==> config.mk <==
export PLATFORM = sky130hd
export DESIGN_NAME = serial_conv_seq
export DESIGN_NICKNAME = d
export VERILOG_FILES = /design/src/rtl/sco_pkg.sv /design/src/rtl/sco_ctrl.sv /design/src/rtl/sco_hold.sv /design/src/rtl/sco_out.sv /design/src/rtl/serial_conv_seq.sv
export SDC_FILE = /design/constraint.sdc
export NUM_CORES = 1
export LEC_CHECK = 0
export BUFFER_PORTS_ARGS = -buffer_cell sky130_fd_sc_hd__buf_2
export CAP_MARGIN = 40
export CORE_ASPECT_RATIO = 1.25
export CORE_MARGIN = 2
export CORE_UTILIZATION = 54
export CTS_CLUSTER_SIZE = 14
export DETAILED_ROUTE_END_ITERATION = 8
export PLACE_DENSITY = 0.8
export SYNTH_ARGS = -nofsm -noshare
export SYNTH_HDL_FRONTEND = slang
export SYNTH_SLANG_ARGS = --single-unit
==> constraint.sdc <==
create_clock -name clk -period 2.28 [get_ports clk]
set_input_delay 0.342 -clock clk [delete_from_list [all_inputs] [get_ports clk]]
set_output_delay 0.342 -clock clk [all_outputs]
set_load 0.02 [all_outputs]
==> src/rtl/sco_pkg.sv <==
package sco_pkg;
  typedef enum logic [1:0] {
    ST_IDLE   = 2'b00,
    ST_CONV   = 2'b01,
    ST_REPLAY = 2'b10,
    ST_SLEEP  = 2'b11
  } seq_state_t;
endpackage

==> src/rtl/sco_ctrl.sv <==
module sco_ctrl
  import sco_pkg::*;
#(
  parameter int W  = 12,
  parameter int CW = 4
) (
  input  logic          clk,
  input  logic          rst,
  input  logic          conv,
  output seq_state_t    state,
  output logic [CW-1:0] cnt,
  output logic          start_evt,
  output logic          abort_evt,
  output logic          replay_evt,
  output logic          done_evt,
  output logic          replay_end
);
  localparam logic [CW-1:0] LAST_CYC   = CW'(W + 1);
  localparam logic [CW-1:0] REPLAY_LEN = CW'(W - 1);

  logic conv_q;

  // named events for checking and for the datapath
  assign start_evt  = ((state == ST_IDLE) || (state == ST_SLEEP)) && conv && !conv_q;
  assign abort_evt  = (state == ST_CONV) && !conv && (cnt != LAST_CYC);
  assign replay_evt = (state == ST_CONV) && !conv && (cnt == LAST_CYC);
  assign done_evt   = (state == ST_CONV) && conv && (cnt == LAST_CYC);
  assign replay_end = (state == ST_REPLAY) && (cnt == REPLAY_LEN);

  always_ff @(posedge clk) begin
    if (rst) begin
      state  <= ST_IDLE;
      cnt    <= '0;
      conv_q <= 1'b1;
    end else begin
      conv_q <= conv;
      unique case (state)
        ST_IDLE, ST_SLEEP: begin
          if (start_evt) begin
            state <= ST_CONV;
            cnt   <= CW'(1);
          end
        end
        ST_CONV: begin
          if (abort_evt) begin
            state <= ST_SLEEP;
            cnt   <= '0;
          end else if (replay_evt) begin
            state <= ST_REPLAY;
            cnt   <= CW'(1);
          end else if (done_evt) begin
            state <= ST_IDLE;
            cnt   <= '0;
          end else begin
            cnt <= cnt + CW'(1);
          end
        end
        ST_REPLAY: begin
          if (replay_end) begin
            state <= ST_SLEEP;
            cnt   <= '0;
          end else begin
            cnt <= cnt + CW'(1);
          end
        end
        default: state <= ST_IDLE;
      endcase
    end
  end

  AST_ABORT_SLEEPS: assert property (@(posedge clk) disable iff (rst)
    abort_evt |=> (state == ST_SLEEP)) else $error("abort did not sleep");

  AST_LATE_ABORT_REPLAYS: assert property (@(posedge clk) disable iff (rst)
    replay_evt |=> (state == ST_REPLAY && cnt == CW'(1))) else $error("no replay");

  AST_REPLAY_BOUNDED: assert property (@(posedge clk) disable iff (rst)
    (state == ST_REPLAY) |-> (cnt >= CW'(1) && cnt <= REPLAY_LEN)) else $error("replay length");

  AST_REPLAY_IGNORES_CONV: assert property (@(posedge clk) disable iff (rst)
    (state == ST_REPLAY && cnt != REPLAY_LEN) |=> (state == ST_REPLAY)) else $error("replay cut");

  AST_START_AFTER_LOW: assert property (@(posedge clk) disable iff (rst)
    (state == ST_CONV && cnt == CW'(1)) |-> ($past(conv) && !$past(conv, 2))) else $error("start w/o low");

  AST_DONE_IDLES: assert property (@(posedge clk) disable iff (rst)
    done_evt |=> (state == ST_IDLE)) else $error("done not idle");
endmodule

==> src/rtl/sco_hold.sv <==
module sco_hold #(
  parameter int W = 12
) (
  input  logic         clk,
  input  logic         rst,
  input  logic         start_evt,
  input  logic [W-1:0] sample_in,
  output logic [W-1:0] hold
);
  always_ff @(posedge clk) begin
    if (rst)            hold <= '0;
    else if (start_evt) hold <= sample_in;
  end

  AST_HOLD_STABLE: assert property (@(posedge clk) disable iff (rst)
    !start_evt |=> $stable(hold)) else $error("hold changed");
endmodule

==> src/rtl/sco_out.sv <==
module sco_out
  import sco_pkg::*;
#(
  parameter int W  = 12,
  parameter int CW = 4
) (
  input  seq_state_t    state,
  input  logic [CW-1:0] cnt,
  input  logic          conv,
  input  logic [W-1:0]  hold,
  output logic          sdata,
  output logic          sdata_oe
);
  // MSB-first: cycle 1 is a null bit, cycle k (2..W+1) carries bit W+1-k
  function automatic logic msb_bit(input logic [W-1:0] word, input logic [CW-1:0] k);
    int idx;
    idx = W + 1 - int'(k);
    if (idx < 0 || idx >= W) return 1'b0;
    return word[idx];
  endfunction

  // LSB-first replay: replay cycle k carries bit k
  function automatic logic lsb_bit(input logic [W-1:0] word, input logic [CW-1:0] k);
    if (int'(k) >= W) return 1'b0;
    return word[k];
  endfunction

  always_comb begin
    sdata_oe = 1'b0;
    sdata    = 1'b0;
    unique case (state)
      ST_CONV: begin
        sdata_oe = conv;
        sdata    = conv ? msb_bit(hold, cnt) : 1'b0;
      end
      ST_REPLAY: begin
        sdata_oe = 1'b1;
        sdata    = lsb_bit(hold, cnt);
      end
      default: ;
    endcase
  end
endmodule

==> src/rtl/serial_conv_seq.sv <==
module serial_conv_seq
  import sco_pkg::*;
#(
  parameter int W = 12
) (
  input  logic         clk,
  input  logic         rst,
  input  logic         conv,
  input  logic [W-1:0] sample_in,
  output logic         sdata,
  output logic         sdata_oe,
  output logic [1:0]   status,
  output logic         low_power
);
  localparam int CW = $clog2(W + 2);

  seq_state_t    state;
  logic [CW-1:0] cnt;
  logic          start_evt, abort_evt, replay_evt, done_evt, replay_end;
  logic [W-1:0]  hold;

  sco_ctrl #(.W(W), .CW(CW)) u_ctrl (
    .clk(clk), .rst(rst), .conv(conv), .state(state), .cnt(cnt),
    .start_evt(start_evt), .abort_evt(abort_evt), .replay_evt(replay_evt),
    .done_evt(done_evt), .replay_end(replay_end)
  );

  sco_hold #(.W(W)) u_hold (
    .clk(clk), .rst(rst), .start_evt(start_evt), .sample_in(sample_in), .hold(hold)
  );

  sco_out #(.W(W), .CW(CW)) u_out (
    .state(state), .cnt(cnt), .conv(conv), .hold(hold),
    .sdata(sdata), .sdata_oe(sdata_oe)
  );

  assign status    = state;
  assign low_power = (state != ST_CONV);

  AST_LOW_TRISTATES: assert property (@(posedge clk) disable iff (rst)
    (!conv && status == 2'b01) |-> !sdata_oe) else $error("line driven");

  AST_QUIET_WHEN_OFF: assert property (@(posedge clk) disable iff (rst)
    !sdata_oe |-> !sdata) else $error("data without enable");

  AST_STARTS_ON_EDGE: assert property (@(posedge clk) disable iff (rst)
    start_evt |=> (status == 2'b01 && !low_power)) else $error("no start");
endmodule

==> flow_summary.json, run 1 <==
{
  "wl_per_cell_um": 15.0,
  "p_leak_nw": 0.613,
  "cts_buffer_depth": 2,
  "min_delay_path_depth": 3,
  "reg2reg_depth": 6,
  "fmaxAchievable_mhz": 432,
  "cts_inserted_buffers": 3,
  "grt_pass1_vias": 907,
  "r2r_end": "u_ctrl.state[0]",
  "io_pins": 20,
  "setup_ws_ns": -0.0363,
  "most-common-layout-cells": "18 x buf_2, 17 x mux2i_1, 16 x dfxtp_1, 15 x nor2_1, 7 x buf_4",
  "seq_area_frac_synth_pct": 34.0,
  "crit_arrival_ns": 1.97,
  "antenna_found_initial": 0,
  "initial_core_util_pct": 57.0,
  "hold_end": "u_hold.hold[7]",
  "cp_data_required_time_ns": 1.94,
  "die_h_um": 54.9,
  "min_from": "sample_in[7]",
  "synthToLayoutAreaGrowth_pct": 16.9,
  "pwr_density_cell_mw_per_mm2": 698,
  "worst_hold_path_type": "input port to register",
  "clock-sinks": 19,
  "crit_fanout": 5,
  "wl_mm": 2.37,
  "power_w": 0.000912,
  "nFillCells": 172,
  "worstReg2RegStart": "u_ctrl.cnt[0]",
  "nNetsFinal": 160,
  "drv_slew": 0,
  "synth_fp_nets": 136,
  "fp.dieArea_mm2": 0.00245,
  "ys_top_cells_by_area": "dfxtp_1 34%, mux2i_1 15%, ha_1 6.7%",
  "die_w_um": 44.7,
  "final_antenna_net_count": 0,
  "drive_above_1_share_pct": 29.7,
  "grt_overflow_total": 0,
  "rsz0062_at_grt": "yes",
  "clock_skew_ns": 0.00467,
  "ys_types": 34,
  "slew_headroom_pct": 68.3,
  "diodes": 0,
  "outcome": "complete, but fails checks",
  "max_cap_viol_count": 0,
  "setup_viol": 1,
  "grt_usage_pct": 21.9,
  "clk_pin_slew_ns": 0.11,
  "criticalPathCategory": "register to primary output",
  "hold_viol_final": 0,
  "fin_util_pct": 66.7,
  "drt_iter0_drc": 22,
  "core_area_mm2": 0.00196,
  "yosysTopAreaCellShare_pct": 34.0,
  "drt_pre_antenna_iters": 4,
  "syn_avg_cell_area_um2": 9.72,
  "violations": "setup timing",
  "cts_root_buf": "clkbuf_4",
  "synthesis.area_mm2": 0.00112,
  "vias": 940,
  "fin_crit_sh_pct": 102,
  "hpwl_mm": 1.81,
  "grt_pass1_wl_mm": 3.84,
  "peakVddDrop_mv": 0.525,
  "worst_setup_path_end_kind": "primary output",
  "synth_cells": 115,
  "critPathLaunchType": "register",
  "yosys.area.top_type": "dfxtp_1",
  "htree_num_levels": 1,
  "post_drt_via_cell_ratio": 5.95,
  "worst_pin_slew_ns": 0.475,
  "clock_latency_ns": 0.30,
  "gp_congestion": 0.873,
  "ys_ff_latch": 19,
  "yosys_warnings": 0,
  "grt_max_degree": 20,
  "final.min_clock_period_ns": 2.32,
  "portBuffers": 19,
  "drc": 0,
  "final_common_cell": "buf_2",
  "rrSetupSlack_ns": 0.46,
  "cts_tree": "done",
  "rows": 18
}
-- worst max-delay path by stage --
| stage | start | to | slack, ns | cells past startpoint |
|---|---|---|---|---|
| 6_report | u_ctrl.cnt[1] | sdata | -0.04 | 7 |
| 5_1_grt | u_ctrl.cnt[1] | sdata | -0.12 | 7 |
| 4_1_cts | u_ctrl.cnt[1] | sdata | -0.05 | 7 |
| 3_5_place_dp | u_ctrl.cnt[1] | sdata | 0.11 | 7 |
| 3_3_place_gp | u_ctrl.cnt[1] | sdata | 0.19 | 6 |
| 2_1_floorplan | u_ctrl.state[0] | sdata | 0.23 | 6 |
-- registers in the layout, summed over array words and instances, names as in the netlist --
name / count
u_ctrl.conv_q: 1
u_ctrl.state: 2
u_ctrl.cnt: 4
u_hold.hold: 12
-- cell type report --
| cell class | count | area, um2 | share of cell area, % |
|---|---|---|---|
| well taps | 20 | 25.0 | 1.92 |
| inverters | 7 | 26.3 | 2.01 |
| clock buffers | 4 | 26.3 | 2.01 |
| repair buffers | 26 | 154 | 11.8 |
| flip-flops and latches | 19 | 387 | 29.6 |
| multi-input cells | 82 | 688 | 52.7 |
-- kinds of logic (layout without fill, tap and decap cells) --
family | after synthesis | in the layout | synth area share (%)
xor gates and xnor gates | 1 | 1 | 0.784
DFF | 19 | 19 | 34.0
AOI/OAI and AO/OA | 16 | 16 | 9.97
muxes | 23 | 23 | 26.0
and+or+nand+nor | 36 | 36 | 16.2
buffers and inverters | 14 | 37 | 6.27
adders and majority gates | 6 | 6 | 6.72
-- worst max-delay path: stages, from the launching register on --
cell and delay (ns):
dfxtp_4 0.39, inv_2 0.05, ha_4 0.27, mux4_2 0.29, mux2i_1 0.15, nor3_1 0.06, or3_1 0.33, buf_6 0.14
-- cells in the mapped netlist, drive strengths merged --
master	instances
or3	1
nand4b	2
nor2b	2
dfxtp	19
mux2i	17
xnor2	1
buf	4
nand3b	1
a221oi	1
o21ai	1
a21oi	4
a32oi	2
nand2	5
a2111oi	1
nand3	3
ha	6
mux4	4
clkbuf	3
a32o	1
o22ai	1
and3b	1
nor3	2
mux2	2
o21a	1
or2	1
nand4	1
or4	1
a31oi	2
nor4b	1
inv	7
nor2	15
o211ai	2
-- timing repair --
item,in CTS,in global routing
setup endpoints to repair,1,1
hold buffers,0,0
setup buffers,2,0
resized for setup,7,4
-- metrics by stage --
step	setup WS, ns	TNS [ns]	area, um2	instances	hold WS [ns]
5_1_grt	-0.117	-0.117	1310	158	0.268
2_1_floorplan	0.232	0	1120	115	0.458
4_1_cts	-0.0528	-0.0528	1300	158	0.266
6_report	-0.0363	-0.0363	1310	158	0.263
3_5_place_dp	0.111	0	1230	152	0.491
3_3_place_gp	0.192	0	1230	152	0.473
-- layer usage --
metal	wire length [um]	GRT usage, %	vias up
li1	-	-	468
met2	1250	41.1	29
met4	72	13.1	0
met3	74	1.98	9
met5	0	0	-
met1	973	23.2	434
-- power breakdown --
part / internal (W) / total [W] / switching, W / leakage, nW
Combinational: 0.000152 / 0.000344 / 0.000192 / 0.442
Clock: 0.0000683 / 0.000177 / 0.000109 / 0.0150
Sequential: 0.000363 / 0.000391 / 0.0000275 / 0.156
Total: 0.000584 / 0.000912 / 0.000328 / 0.613
No activity file was read; power rests on OpenSTA's default activity.
==> inputs of run 2 (changes only) <==
- ABC_AREA: unset -> 1
- CORE_UTILIZATION: 54 -> 55
==> flow_summary.json, run 2 <==
{
  "io_pins": 20,
  "seq_area_frac_synth_pct": 30.2,
  "outcome": "finished clean",
  "yosys_warnings": 0,
  "synthFlopType": "dfxtp_1",
  "synthTopCellsByCount": "32 x nand2_1, 19 x dfxtp_1, 15 x inv_1, 14 x nand3_1, 14 x nor2_1",
  "setup_ws_ns": 0.144,
  "hold_viol_final": 0,
  "clock-sinks": 19,
  "hpwl_mm": 1.96,
  "core_area_mm2": 0.00219,
  "drt_pre_antenna_iters": 4,
  "worst_setup_path_end_kind": "primary output",
  "ys_top_cells_by_area": "dfxtp_1 30%, nand2_1 9.6%, a21oi_2 7.7%",
  "diodes": 0,
  "reg_top3": "u_hold.hold x12, u_ctrl.cnt x4, u_ctrl.state x2",
  "grt_overflow_total": 0,
  "fp.dieArea_mm2": 0.00269,
  "yosys.area.top_type": "dfxtp_1",
  "die_h_um": 57.5,
  "worst_hold_path_type": "input port to register",
  "rows": 19,
  "clock_skew_ns": 0.0122,
  "nFillCells": 226,
  "p_leak_nw": 0.572,
  "holdWs_ns": 0.247,
  "yosysTopAreaCellShare_pct": 30.2,
  "yosysMostFrequentCell": "nand2_1",
  "syn_avg_cell_area_um2": 7.40,
  "slew_headroom_pct": 69.5,
  "synth_fp_nets": 191,
  "worst_pin_slew_ns": 0.457,
  "drc": 0,
  "crit_fanout": 9,
  "clock_latency_ns": 0.31,
  "rsz0062_at_grt": "no",
  "wl_per_cell_um": 11.7,
  "fmaxAchievable_mhz": 468,
  "drv_slew": 0,
  "fin_crit_sh_pct": 93.7,
  "drt_iter0_drc": 43,
  "pwr_density_cell_mw_per_mm2": 698,
  "vias": 1158,
  "largest_register": "u_hold.hold",
  "final_common_cell": "nand2_1",
  "cts_buffer_depth": 2,
  "criticalPathCategory": "register to primary output",
  "portBuffers": 19,
  "synthToLayoutAreaGrowth_pct": 7.86,
  "cts_root_buf": "clkbuf_4",
  "grt_pass1_wl_mm": 4.36,
  "setup_viol": 0,
  "die_w_um": 46.8,
  "pre_cts_slack_ns": 0.301,
  "gp_congestion": 0.815,
  "most-common-layout-cells": "32 x nand2_1, 19 x buf_2, 16 x dfxtp_1, 15 x inv_1",
  "critPathLaunchType": "register",
  "synth_edf_count": 0,
  "ys_ff_latch": 19,
  "final_antenna_net_count": 0,
  "cts_inserted_buffers": 3,
  "synth_cells": 170,
  "peakVddDrop_mv": 0.496,
  "htree_num_levels": 1,
  "cp_data_required_time_ns": 1.94,
  "cts_tree": "done",
  "grt_pass1_vias": 1070,
  "grt_usage_pct": 22.5,
  "largest_register_ffs": 12,
  "grt_max_degree": 21,
  "synth-async-reset-ratio_pct": 0,
  "initial_core_util_pct": 57.5,
  "nNetsFinal": 209,
  "wl_mm": 2.55,
  "ys_types": 24,
  "clk_pin_slew_ns": 0.12,
  "final.min_clock_period_ns": 2.14,
  "fin_tns_setup_ns": 0,
  "post_drt_via_cell_ratio": 5.31,
  "drive_above_1_share_pct": 33.7,
  "synthesis.area_mm2": 0.00126,
  "max_cap_viol_count": 0,
  "power_w": 0.000947,
  "crit_arrival_ns": 1.79,
  "post_cts_buffers": 0,
  "antenna_found_initial": 0
}
-- run 2: changes by cell type after synthesis, moves of 6 or more --
cell / change
nand2_1: +27
o21ai_2: +9
a21oi_2: +11
nand3_1: +11
inv_1: +8
o21ai_0: +6
inv_2: +7
mux2i_1: -17
-- run 2: metrics by stage --
step | utilization (%) | instance area [um2] | std cells
after global placement | 60.5 | 1320 | 214
final | 62.0 | 1360 | 218
after detailed placement | 60.5 | 1320 | 214
after CTS | 61.8 | 1350 | 218
after floorplan | - | 1260 | 170
after global routing | 62.0 | 1360 | 218
-- run 2: area by class of cell --
class                   count  area, um2  share of cell area [%]
inverters                  23       91.3                    6.73
multi-input cells         121        711                    52.4
well taps                  31       38.8                    2.86
repair buffers             20        103                    7.56
flip-flops and latches     19        387                    28.5
clock buffers               4       26.3                    1.94
-- run 2: worst paths after layout --
| check | start | end | slack [ns] | cells after the start |
|---|---|---|---|---|
| worst max-delay path | u_ctrl.cnt[2] | sdata | 0.14 | 7 |
| worst min-delay path | rst | u_ctrl.cnt[1] | 0.25 | 2 |
| worst max register to register | u_ctrl.state[0] | u_hold.hold[6] | 0.63 | 7 |
| worst min register to register | u_hold.hold[5] | u_hold.hold[5] | 0.48 | 2 |
-- run 2: critical path, stage by stage (launching register included) --
cell and delay, ns:
dfxtp_2 0.45, ha_1 0.21, xor2_1 0.21, inv_1 0.10, a21oi_2 0.13, nand3_1 0.10
a21oi_2 0.13, buf_2 0.17
-- run 2: cell families (layout without fill, tap and decap cells) --
| logic type | count (synthesis) | after routing | synth area share, % |
|---|---|---|---|
| adder cells (fa/ha/maj) | 6 | 6 | 5.97 |
| AO/OA/AOI/OAI | 43 | 43 | 24.2 |
| flip-flops | 19 | 19 | 30.2 |
| buffers and inverters | 30 | 47 | 13.2 |
| AND/OR/NAND/NOR | 69 | 69 | 24.3 |
| XOR/XNOR | 3 | 3 | 2.09 |
-- run 2: where the power goes --
part           internal, W  switching [W]  leakage, nW  total, W
combinational     0.000131       0.000234        0.400  0.000365
clock            0.0000684       0.000108       0.0150  0.000177
sequential        0.000367      0.0000385        0.157  0.000405
-- run 2: metal layers --
| metal | share of wire, % | vias to the layer above | GRT usage [%] |
|---|---|---|---|
| li1 | - | 587 | - |
| met1 | 39 | 536 | 25.7 |
| met2 | 54 | 30 | 38.4 |
| met3 | 4.7 | 5 | 4.11 |
| met4 | 1.8 | 0 | 10.7 |
| met5 | 0 | - | 0 |
-- run 2: what timing repair did --
action	4_1_cts	5_1_grt
pin swaps	0	0
hold buffers	0	0
endpoints found under the setup margin	1	1
resized for setup	1	3
cloned	0	0
==> inputs of run 3 (changes only) <==
- CORE_ASPECT_RATIO: 1.25 -> unset
==> flow_summary.json, run 3 (synthesized netlist as in run 2, its figures left out) <==
{
  "criticalPathCategory": "register to primary output",
  "min_from": "sample_in[8]",
  "final.min_clock_period_ns": 2.09,
  "drive_above_1_share_pct": 34.6,
  "core_area_mm2": 0.00219,
  "portBuffers": 19,
  "startpoint": "u_ctrl.cnt[1]",
  "diodes": 0,
  "synthToLayoutAreaGrowth_pct": 8.06,
  "worst_hold_path_type": "input port to register",
  "hold_viol_final": 0,
  "rsz0062_at_grt": "no",
  "initial_core_util_pct": 57.4,
  "critPathLaunchType": "register",
  "largest_register": "u_hold.hold",
  "outcome": "finished clean",
  "grt_max_degree": 21,
  "drv_slew": 0,
  "peakVddDrop_mv": 0.593,
  "worst_setup_path_end_kind": "primary output",
  "reg_top3": "u_hold.hold x12, u_ctrl.cnt x4, u_ctrl.state x2",
  "grt_usage_pct": 22.8,
  "fp.dieArea_mm2": 0.00268,
  "rrSetupSlack_ns": 0.58,
  "hpwl_mm": 2.00,
  "worst_pin_slew_ns": 0.480,
  "slew_headroom_pct": 67.9,
  "setup_viol": 0,
  "worstReg2RegStart": "u_ctrl.state[0]",
  "crit_arrival_ns": 1.75,
  "final_antenna_net_count": 0,
  "cts_root_buf": "clkbuf_4",
  "die_w_um": 51.8,
  "wl_per_cell_um": 12.2,
  "cp_data_required_time_ns": 1.94,
  "gp_congestion": 0.965,
  "grt_pass1_wl_mm": 4.66,
  "final_common_cell": "nand2_1",
  "clock_skew_ns": 0.0118,
  "io_pins": 20,
  "largest_register_ffs": 12,
  "fmaxAchievable_mhz": 478,
  "rows": 17,
  "drt_pre_antenna_iters": 4,
  "fin_tns_setup_ns": 0,
  "crit_fanout": 8,
  "grt_overflow_total": 0,
  "wl_mm": 2.64,
  "clk_pin_slew_ns": 0.12,
  "grt_pass1_vias": 1098,
  "post_drt_via_cell_ratio": 5.33,
  "cts_inserted_buffers": 3,
  "cts_hold_buf": 0,
  "htree_num_levels": 1,
  "drc": 0,
  "clock_latency_ns": 0.30,
  "max_cap_viol_count": 0,
  "fin_crit_sh_pct": 91.8,
  "cts_buffer_depth": 2,
  "vias": 1151,
  "drt_iter0_drc": 34,
  "antenna_found_initial": 0,
  "most-common-layout-cells": "32 x nand2_1, 19 x buf_2, 16 x dfxtp_1, 15 x inv_1",
  "clock-sinks": 19,
  "die_h_um": 51.8,
  "holdWs_ns": 0.254,
  "p_leak_nw": 0.579,
  "nNetsFinal": 210,
  "pwr_density_cell_mw_per_mm2": 703,
  "cts_tree": "done"
}
==> run 3: cell type report <==
type,count,area (um2)
clock inverters,1,5.00
repair buffers,21,110
multi-input cells,121,711
inverters,23,91.3
clock buffers,3,22.5
well taps,28,35.0
fillers,202,832
flip-flops and latches,19,384
==> run 3: repair_timing <==
item	in CTS	in global routing
buffers inserted	0	0
resized for setup	0	3
setup endpoints to repair	0	1
==> run 3: routing by layer <==
metal	routed length, um	share of wire, %	global-route usage (%)	up-vias
li1	-	-	-	587
met1	1180	45	28.4	523
met2	1310	50	41.0	37
met3	123	4.7	3.45	4
met4	24	0.91	5.26	0
met5	0	0	0	-
==> run 3: critical path, cell delays in order (launching register included) <==
cell     delay, ns
dfxtp_2       0.45
ha_1          0.19
xor2_1        0.19
inv_1         0.10
nor2_1        0.11
nand3_1       0.09
nand3_1       0.11
a21oi_2       0.06
buf_2         0.16
==> run 3: per-stage QoR <==
stage / area (um2) / setup slack (ns) / utilization [%] / cells / total power (W)
3_3_place_gp: 1330 / 0.391 / 60.6 / 212 / 0.000766
3_5_place_dp: 1330 / 0.413 / 60.6 / 212 / 0.000783
4_1_cts: 1360 / 0.0666 / 61.9 / 216 / 0.000953
6_report: 1360 / 0.188 / 62.0 / 216 / 0.000955
5_1_grt: 1360 / 0.0537 / 62.0 / 216 / 0.00103
2_1_floorplan: 1260 / 0.536 / - / 170 / 0.000733
==> run 3: where the power goes <==
group | leakage, nW | internal, W | total (W) | switching [W]
clock | 0.0177 | 0.0000653 | 0.000176 | 0.000110
combinational | 0.405 | 0.000132 | 0.000370 | 0.000238
sequential | 0.156 | 0.000368 | 0.000409 | 0.0000417
total | 0.579 | 0.000565 | 0.000955 | 0.000390
==> run 3: worst paths after layout <==
kind	cells past startpoint	to
setup / recovery	8	sdata
hold / removal	3	u_hold.hold[8]
setup reg to reg	7	u_hold.hold[3]
hold reg to reg	2	u_hold.hold[6]
